--- src/rtl/pi2f_pkg.sv ---
package pi2f_pkg;

   typedef enum logic [1:0] {
      CVT_W16_SP       = 2'b00,
      CVT_D32_SP_TRUNC = 2'b01,
      CVT_D32_SP_RNE   = 2'b10,
      CVT_D32_DP       = 2'b11
   } cvt_mode_e;

endpackage

--- src/rtl/pi2f_msb_find.sv ---
module pi2f_msb_find #(
   parameter int W  = 32,
   parameter int PW = $clog2(W)
) (
   input  logic [W-1:0]  vec,
   output logic [PW-1:0] pos,
   output logic          any
);

   if (W < 2) begin : g_bad_w
      $error("pi2f_msb_find: W must be at least 2");
   end

   // Highest set bit wins: scan upward, later hits overwrite earlier ones.
   always_comb begin
      pos = '0;
      any = 1'b0;
      for (int i = 0; i < W; i++) begin
         if (vec[i]) begin
            pos = PW'(i);
            any = 1'b1;
         end
      end
   end

endmodule

--- src/rtl/pi2f_lane.sv ---
module pi2f_lane #(
   parameter int LANE_W   = 32,
   parameter int SP_EXP_W = 8,
   parameter int SP_MAN_W = 23,
   parameter int DP_EXP_W = 11,
   parameter int DP_MAN_W = 52
) (
   input  logic [LANE_W-1:0]                lane_int,
   input  logic                             rne,
   output logic [SP_EXP_W+SP_MAN_W:0]       sp_bits,
   output logic [DP_EXP_W+DP_MAN_W:0]       dp_bits
);

   localparam int PW      = $clog2(LANE_W);
   localparam int SP_BIAS = (1 << (SP_EXP_W - 1)) - 1;
   localparam int DP_BIAS = (1 << (DP_EXP_W - 1)) - 1;
   localparam int FRAC_LO = LANE_W - 1 - SP_MAN_W;
   localparam int DP_PAD  = DP_MAN_W - (LANE_W - 1);
   localparam int SP_MAG_W = SP_EXP_W + SP_MAN_W;

   if (LANE_W < SP_MAN_W + 3) begin : g_bad_sp
      $error("pi2f_lane: LANE_W too narrow for guard and sticky bits");
   end
   if (DP_MAN_W < LANE_W) begin : g_bad_dp
      $error("pi2f_lane: double mantissa must hold the lane exactly");
   end
   if (LANE_W - 1 > SP_BIAS) begin : g_bad_exp
      $error("pi2f_lane: single exponent range too small for lane");
   end

   logic              sign;
   logic [LANE_W-1:0] mag;
   logic [LANE_W-1:0] norm;
   logic [PW-1:0]     msb_pos;
   logic [PW-1:0]     shamt;
   logic              nz;

   assign sign = lane_int[LANE_W-1];
   // Two's complement negate; the most negative value maps to 2^(LANE_W-1) unsigned.
   assign mag  = sign ? (~lane_int + 1'b1) : lane_int;

   pi2f_msb_find #(.W(LANE_W)) u_msb (
      .vec (mag),
      .pos (msb_pos),
      .any (nz)
   );

   assign shamt = PW'(LANE_W - 1) - msb_pos;
   assign norm  = mag << shamt;

   // Single precision path with optional nearest-even rounding.
   logic [SP_MAN_W-1:0] sp_frac;
   logic                guard_b;
   logic                sticky_b;
   logic                rnd_up;
   logic [SP_EXP_W-1:0] sp_exp;
   logic [SP_MAG_W-1:0] sp_mag;

   assign sp_frac  = norm[LANE_W-2:FRAC_LO];
   assign guard_b  = norm[FRAC_LO-1];
   assign sticky_b = |norm[FRAC_LO-2:0];
   assign rnd_up   = rne & guard_b & (sticky_b | sp_frac[0]);
   assign sp_exp   = SP_EXP_W'(SP_BIAS) + SP_EXP_W'(msb_pos);
   // A carry out of the fraction lands in the exponent field.
   assign sp_mag   = {sp_exp, sp_frac} + SP_MAG_W'(rnd_up);
   assign sp_bits  = nz ? {sign, sp_mag} : '0;

   // Double precision path: always exact.
   logic [DP_EXP_W-1:0] dp_exp;
   assign dp_exp  = DP_EXP_W'(DP_BIAS) + DP_EXP_W'(msb_pos);
   assign dp_bits = nz ? {sign, dp_exp, norm[LANE_W-2:0], {DP_PAD{1'b0}}} : '0;

endmodule

--- src/rtl/pint2fp_conv.sv ---
module pint2fp_conv
   import pi2f_pkg::*;
#(
   parameter int LANES    = 2,
   parameter int LANE_W   = 32,
   parameter int WORD_W   = 16,
   parameter int SP_EXP_W = 8,
   parameter int SP_MAN_W = 23,
   parameter int DP_EXP_W = 11,
   parameter int DP_MAN_W = 52,
   localparam int SRC_W   = LANES * LANE_W,
   localparam int DST_W   = LANES * (1 + DP_EXP_W + DP_MAN_W)
) (
   input  logic             clk,
   input  logic             rst_n,
   input  logic             in_valid,
   input  logic [1:0]       in_mode,
   input  logic [SRC_W-1:0] src_vec,
   input  logic [DST_W-1:0] dst_old,
   output logic             out_valid,
   output logic [DST_W-1:0] out_data
);

   localparam int SP_W   = 1 + SP_EXP_W + SP_MAN_W;
   localparam int DP_W   = 1 + DP_EXP_W + DP_MAN_W;
   localparam int SP_ALL = LANES * SP_W;

   if (WORD_W >= LANE_W) begin : g_bad_word
      $error("pint2fp_conv: WORD_W must be narrower than LANE_W");
   end
   if (SP_ALL >= DST_W) begin : g_bad_dst
      $error("pint2fp_conv: single results must leave an upper region");
   end
   if (LANES < 1) begin : g_bad_lanes
      $error("pint2fp_conv: LANES must be positive");
   end

   cvt_mode_e mode;
   assign mode = cvt_mode_e'(in_mode);

   logic              word_sel;
   logic              rne_sel;
   assign word_sel = (mode == CVT_W16_SP);
   assign rne_sel  = (mode == CVT_D32_SP_RNE);

   logic [SP_ALL-1:0] sp_pack;
   logic [DST_W-1:0]  dp_pack;

   for (genvar g = 0; g < LANES; g++) begin : g_lane
      logic [LANE_W-1:0] lane_raw;
      logic [LANE_W-1:0] lane_word;
      logic [LANE_W-1:0] lane_in;

      assign lane_raw  = src_vec[g*LANE_W +: LANE_W];
      assign lane_word = {{(LANE_W-WORD_W){lane_raw[WORD_W-1]}}, lane_raw[WORD_W-1:0]};
      assign lane_in   = word_sel ? lane_word : lane_raw;

      pi2f_lane #(
         .LANE_W   (LANE_W),
         .SP_EXP_W (SP_EXP_W),
         .SP_MAN_W (SP_MAN_W),
         .DP_EXP_W (DP_EXP_W),
         .DP_MAN_W (DP_MAN_W)
      ) u_lane (
         .lane_int (lane_in),
         .rne      (rne_sel),
         .sp_bits  (sp_pack[g*SP_W +: SP_W]),
         .dp_bits  (dp_pack[g*DP_W +: DP_W])
      );
   end

   logic [DST_W-1:0] merged;

   always_comb begin
      merged = '0;
      unique case (mode)
         CVT_W16_SP, CVT_D32_SP_TRUNC: begin
            merged[SP_ALL-1:0] = sp_pack;
         end
         CVT_D32_SP_RNE: begin
            merged             = dst_old;
            merged[SP_ALL-1:0] = sp_pack;
         end
         CVT_D32_DP: begin
            merged = dp_pack;
         end
         default: merged = '0;
      endcase
   end

   always_ff @(posedge clk) begin
      if (!rst_n) begin
         out_valid <= 1'b0;
         out_data  <= '0;
      end else begin
         out_valid <= in_valid;
         if (in_valid) begin
            out_data <= merged;
         end
      end
   end

endmodule

--- config.mk ---
export PLATFORM = sky130hd
export DESIGN_NAME = pint2fp_conv
export DESIGN_NICKNAME = d
export VERILOG_FILES = /design/src/rtl/pi2f_pkg.sv /design/src/rtl/pi2f_msb_find.sv /design/src/rtl/pi2f_lane.sv /design/src/rtl/pint2fp_conv.sv
export SDC_FILE = /design/constraint.sdc
export NUM_CORES = 1
export LEC_CHECK = 0
export ABC_AREA = 1
export BUFFER_PORTS_ARGS = -buffer_cell sky130_fd_sc_hd__buf_4
export CORE_ASPECT_RATIO = 0.5
export CORE_UTILIZATION = 30
export DETAILED_ROUTE_END_ITERATION = 8
export PLACE_DENSITY_LB_ADDON = 0.1
export SLEW_MARGIN = 20
export SYNTH_ARGS = -nofsm -noshare
export SYNTH_HDL_FRONTEND = slang
export SYNTH_SLANG_ARGS = --single-unit
--- constraint.sdc ---
create_clock -name clk -period 7.15 [get_ports clk]
set_input_delay 1.7875 -clock clk [delete_from_list [all_inputs] [get_ports clk]]
set_output_delay 1.7875 -clock clk [all_outputs]
set_load 0.005 [all_outputs]
# == Yosys cells after proc, flatten, opt, wreduce, memory -nomap -nowiden ==
# Index checks and enable logic that the tools add are counted.
# totals
out_inout_bits,129
inputBits,197
word_cells,165
register_bits,129
# op_classes
reduce_logical,4
muxes,136
bitwise_logic,8
n_eq_ne,3
shifts,2
n_addsub,10
# ops
cell,count
5-bit two-way mux,60
64-bit case mux with 2 select lines,2
32-bit two-way mux,6
64-bit two-way mux,2
1-bit two-way mux,66
32-bit by 1-bit adder with 32-bit output (second input constant),2
32-bit inverter,2
32-bit by 5-bit left shift with 31-bit output,2
31-bit by 1-bit adder with 31-bit output,2
10-bit by 5-bit adder with 11-bit output (first input constant),2
7-bit by 5-bit adder with 8-bit output (first input constant),2
7-bit OR reduction,2
5-bit subtractor (first input constant),2
1-bit AND,4
2-bit equality test (second input constant),2
3-bit OR reduction,1
2-bit by 1-bit equality test with 1-bit output (second input constant),1
2-bit zero test,1
1-bit bitwise OR,2

# == Logic depth before layout (Yosys ltp) ==
# logic_depth
depth_word,44
ltp_mapped,55
ltp_nobuf,53

# == Hierarchy ==
# From an unflattened synthesis, not the netlist that was laid out.
# hier_totals
cells_unflattened,3396
area_unflattened_um2,17908.4
# by_module_without_submodules
module,seq_area_each_um2,instances,cells_each,area_each_um2
pint2fp_conv,2582.5,1,1199,7302.0
pi2f_lane (g_lane[0].u_lane),0.0,1,1025,5068.6
pi2f_lane (g_lane[1].u_lane),0.0,1,960,4677.0
pi2f_msb_find,0.0,2,106,430.4

# == Worst setup path after synthesis ==
# No wires, ideal clock.
# synth_path
path_kind,input-to-reg
from,in src_vec[33]
to,reg out_data[60]
arrival_time_ns,5.765
required_ns,7.080
path_stages,35
n_path_buf,2
setup_slack_ns,1.315
cell_sequence,inv_1 -> ha_1 -> nand2_2 -> nor2_2 -> nand3_1 -> nor3_2 -> nand2_1 -> nor3_2 -> nand2_1 -> nor3_2 -> nand4_1 -> nor3_2 -> nand3_1 -> nor3_2 -> nor2_1 -> a21oi_2 -> xor2_2 -> inv_2 -> nor2_2 -> nand2_1 -> nand2_2 -> inv_2 -> buf_6 -> buf_4 -> ha_1 -> or2_2 -> nand2_1 -> inv_1 -> nor2_1 -> inv_1 -> nor3_1 -> nand4_1 -> o21ai_1 -> nand2_1 -> a21oi_1
# synth_via
elab_chain_len,43
# synth_lines
item,line_no,rtl
from (decl),pint2fp_conv.sv:18,"input logic [SRC_W-1:0] src_vec,"
32-bit two-way mux *,pint2fp_conv.sv:56,assign lane_in = word_sel ? lane_word : lane_raw;
32-bit inverter,pi2f_lane.sv:40,assign mag = sign ? (~lane_int + 1'b1) : lane_int;
32-bit by 1-bit adder with 32-bit output,pi2f_lane.sv:40,
32-bit two-way mux *,pi2f_lane.sv:40,
1-bit two-way mux,pi2f_msb_find.sv:19,if (vec[i]) begin
5-bit two-way mux (30 in series),pi2f_msb_find.sv:19,
5-bit subtractor,pi2f_lane.sv:48,assign shamt = PW'(LANE_W - 1) - msb_pos;
32-bit by 5-bit left shift with 31-bit output,pi2f_lane.sv:49,assign norm = mag << shamt;
7-bit OR reduction,pi2f_lane.sv:61,assign sticky_b = |norm[FRAC_LO-2:0];
1-bit bitwise OR,pi2f_lane.sv:62,assign rnd_up = rne & guard_b & (sticky_b | sp_frac[0]);
1-bit AND,pi2f_lane.sv:62,
31-bit by 1-bit adder with 31-bit output,pi2f_lane.sv:65,"assign sp_mag = {sp_exp, sp_frac} + SP_MAG_W'(rnd_up);"
32-bit two-way mux *,pi2f_lane.sv:66,"assign sp_bits = nz ? {sign, sp_mag} : '0;"
64-bit case mux with 2 select lines *,pint2fp_conv.sv:76,unique case (mode)
to (signal assigned),pint2fp_conv.sv:98,out_data <= merged;
to (decl),pint2fp_conv.sv:21,output logic [DST_W-1:0] out_data
# Every way passes the cells marked *; elsewhere a longest branch is shown, timed or not.
# A chain may end at the register's enable or synchronous reset.

# == Worst setup path in the final report ==
# layout_path
from,in src_vec[0]
to,reg out_data[27]
# layout_via
elab_chain_len,43
# layout_lines
item,line_no
32-bit two-way mux *,pint2fp_conv.sv:56
32-bit inverter,pi2f_lane.sv:40
32-bit by 1-bit adder with 32-bit output,pi2f_lane.sv:40
32-bit two-way mux *,pi2f_lane.sv:40
1-bit two-way mux,pi2f_msb_find.sv:19
5-bit two-way mux (30 in series),pi2f_msb_find.sv:19
5-bit subtractor,pi2f_lane.sv:48
32-bit by 5-bit left shift with 31-bit output,pi2f_lane.sv:49
7-bit OR reduction,pi2f_lane.sv:61
1-bit bitwise OR,pi2f_lane.sv:62
1-bit AND,pi2f_lane.sv:62
31-bit by 1-bit adder with 31-bit output,pi2f_lane.sv:65
32-bit two-way mux,pi2f_lane.sv:66
64-bit case mux with 2 select lines *,pint2fp_conv.sv:76
# Marks and branches as above.

==> flow_metrics.tcl <==
set metrics [dict create \
    status "finished clean" \
    ys_seq_elements 129 \
    fin_util_pct 38.9 \
    multi_input_area_sq_um 9570 \
    place.gp.congestion 0.971 \
    overflow 0 \
    yosys-top-cells-count "730 x nand2_1, 468 x nand3_1, 169 x inv_1" \
    ctsHtreeMaxLevel 4 \
    synth_edf_count 0 \
    p_leak_uw 0.00836 \
    syn-num-nets 2590 \
    start_kind "input pin" \
    cp.required_ns 7.51 \
    synthCells 2383 \
    syn_area_per_cell_sq_um 5.69 \
    seq_area_frac_synth_pct 19.1 \
    routed_wirelength_microns 55800 \
    crit_path_max_incr_delay_ns 0.37 \
    diodes 0 \
    drt_iter0_drc 1521 \
    num-nets-final 2844 \
    p_total_uw 4270 \
    ant_nets 0 \
    fillers 5077 \
    num_vias 16500 \
    antenna_found_initial 0 \
    finalHoldViolCount 0 \
    timing.fmax_ghz 0.153 \
    synthesis.area_sq_um 13600 \
    postCtsHoldBufs 0 \
    slew_viol_final 0 \
    setup_violations 0 \
    finalCritPeriodShare_pct 91.2 \
    cts_root_buf "clkbuf_16" \
    rsz0062_at_grt "false" \
    yosys.area.top_type "nand2_1" \
    path_max_fanout 11 \
    worstMarginPinSlew_ns 0.801 \
    crit_type "input pin to flop" \
    rows 54 \
    grt_pass1_vias 15500 \
    register_area_sq_um 2580 \
    vias_per_cell 5.09 \
    final_cells 3238 \
    die_area_sq_um 46100 \
    drv_cap 0 \
    synthTopCellsByArea "nand2_1 20%, dfxtp_1 19%, nand3_1 17%, inv_1 4.7%, nor2_1 4.2%" \
    die_y_microns 152 \
    yosysMostFrequentCell "nand2_1" \
    placed_cells 3204 \
    drt-pass1-iter-count 6 \
    async_flop_share_pct 0 \
    cts_buffers 17 \
    clock_latency_ns 0.44 \
    finClkSkew_ns 0 \
    synth_top_area_share_pct 20.2 \
    synth_top_flop_cell "dfxtp_1" \
    io_pins 326 \
    grt_pass1_wl_microns 88000 \
    slew_headroom_pct 46.3 \
    wl_per_cell_microns 17.2 \
    synthToLayoutAreaGrowth_pct 26.5 \
    coreArea_sq_um 44100 \
    clk_path_buf_depth 2 \
    cts_tree "yes" \
    start_util_pct 30.8 \
    worstHoldPathType "flop to flop" \
    ir_worst_vdd_mv 0.115 \
    yosys_warnings 0 \
    hpwl_microns 45000 \
    grt_max_degree 80 \
    drcViolationCount 0 \
    cp_data_arrival_time_ns 6.88 \
    port_buffers 261 \
    cts_sinks 129 \
    yosys.cell_types.count 54 \
    design_area_sq_um 17100 \
    clkTransAtPathRegs_ns 0.06 \
    cpMaxStageDelayCell "a21oi_4" \
    drive_gt1_share_pct 21.1 \
    critPathCaptureType "flop" \
    grt_usage_pct 24.2 \
    finalSetupTns_ns 0 \
    die_w_microns 303 \
    post_dp_cell_area_sq_um 16400 \
    power_density_nw_per_um2 249 \
    post-route-min-period_ns 6.52 \
]
[state kept, by name, summed over array words and instances (netlist names)]
signal and cells:
out_data 128, out_valid 1
[cell type report]
class | count | share of cell area [%]
multi-input combinational | 1910 | 55.8
sequential | 129 | 15.1
tap | 588 | 4.29
timing repair buffer | 358 | 16.2
inverter | 221 | 4.86
clock inverter | 13 | 1.21
clock buffer | 19 | 2.58
[power breakdown]
group / switching (uW) / internal, uW
Sequential: 32.1 / 786
Clock: 355 / 628
Combinational: 1650 / 825
Total: 2040 / 2240
[worst max-delay path: cells and delay by family]
family / cells / cell delay (ns)
xor+xnor: 1 / 0.32
compound gates: 2 / 0.51
simple gates: 25 / 3.18
fa+ha+maj: 1 / 0.25
buf+inv: 6 / 0.79
[placed cells by master, fill, tap and decap left out, types with 42 or more instances in the layout]
cell type	instances
nand2_1	730
nand3_1	467
buf_4	350
inv_1	169
nor2_1	148
dfxtp_1	129
o21ai_0	111
a21oi_1	86
xor2_1	52
a31oi_1	43
inv_2	42
[metal layers]
layer  vias up  wire [microns]  global-route usage [%]
met2       404           25000                    37.9
met1      7612           27000                    34.6
met3        51            2820                    3.66
li1       8426               -                       -
met5         -               0                       0
met4         0             915                    5.50
[what timing repair did]
action                                  in CTS  in global routing
endpoints found under the setup margin       0                 10
setup buffers                                0                  1
gates resized for setup                      0                  7
[path summary, 6_finish.rpt]
check / cells past startpoint / from / end / slack (ns)
worst max-delay path: 35 / src_vec[0] / out_data[27] / 0.63
worst min-delay path: 2 / out_data[16] / out_data[16] / 0.45
worst max register to register: 2 / out_data[37] / out_data[37] / 6.49
worst min register to register: 2 / out_data[16] / out_data[16] / 0.45
[logic make-up after synthesis]
kind of cell | synth area share [%]
XOR/XNOR | 4.28
flip-flops | 19.1
AND/OR/NAND/NOR | 51.2
buffers and inverters | 10.7
AO/OA/AOI/OAI | 13.8
adder cells (fa/ha/maj) | 0.923
[through the flow]
step,hold slack [ns],setup WS (ns)
after global placement,0.439,0.196
final,0.451,0.633
after floorplan,0.448,1.31
after global routing,0.465,0.0407
after detailed placement,0.444,0.189
after CTS,0.455,0.625
(Power assumes the default switching activity.)
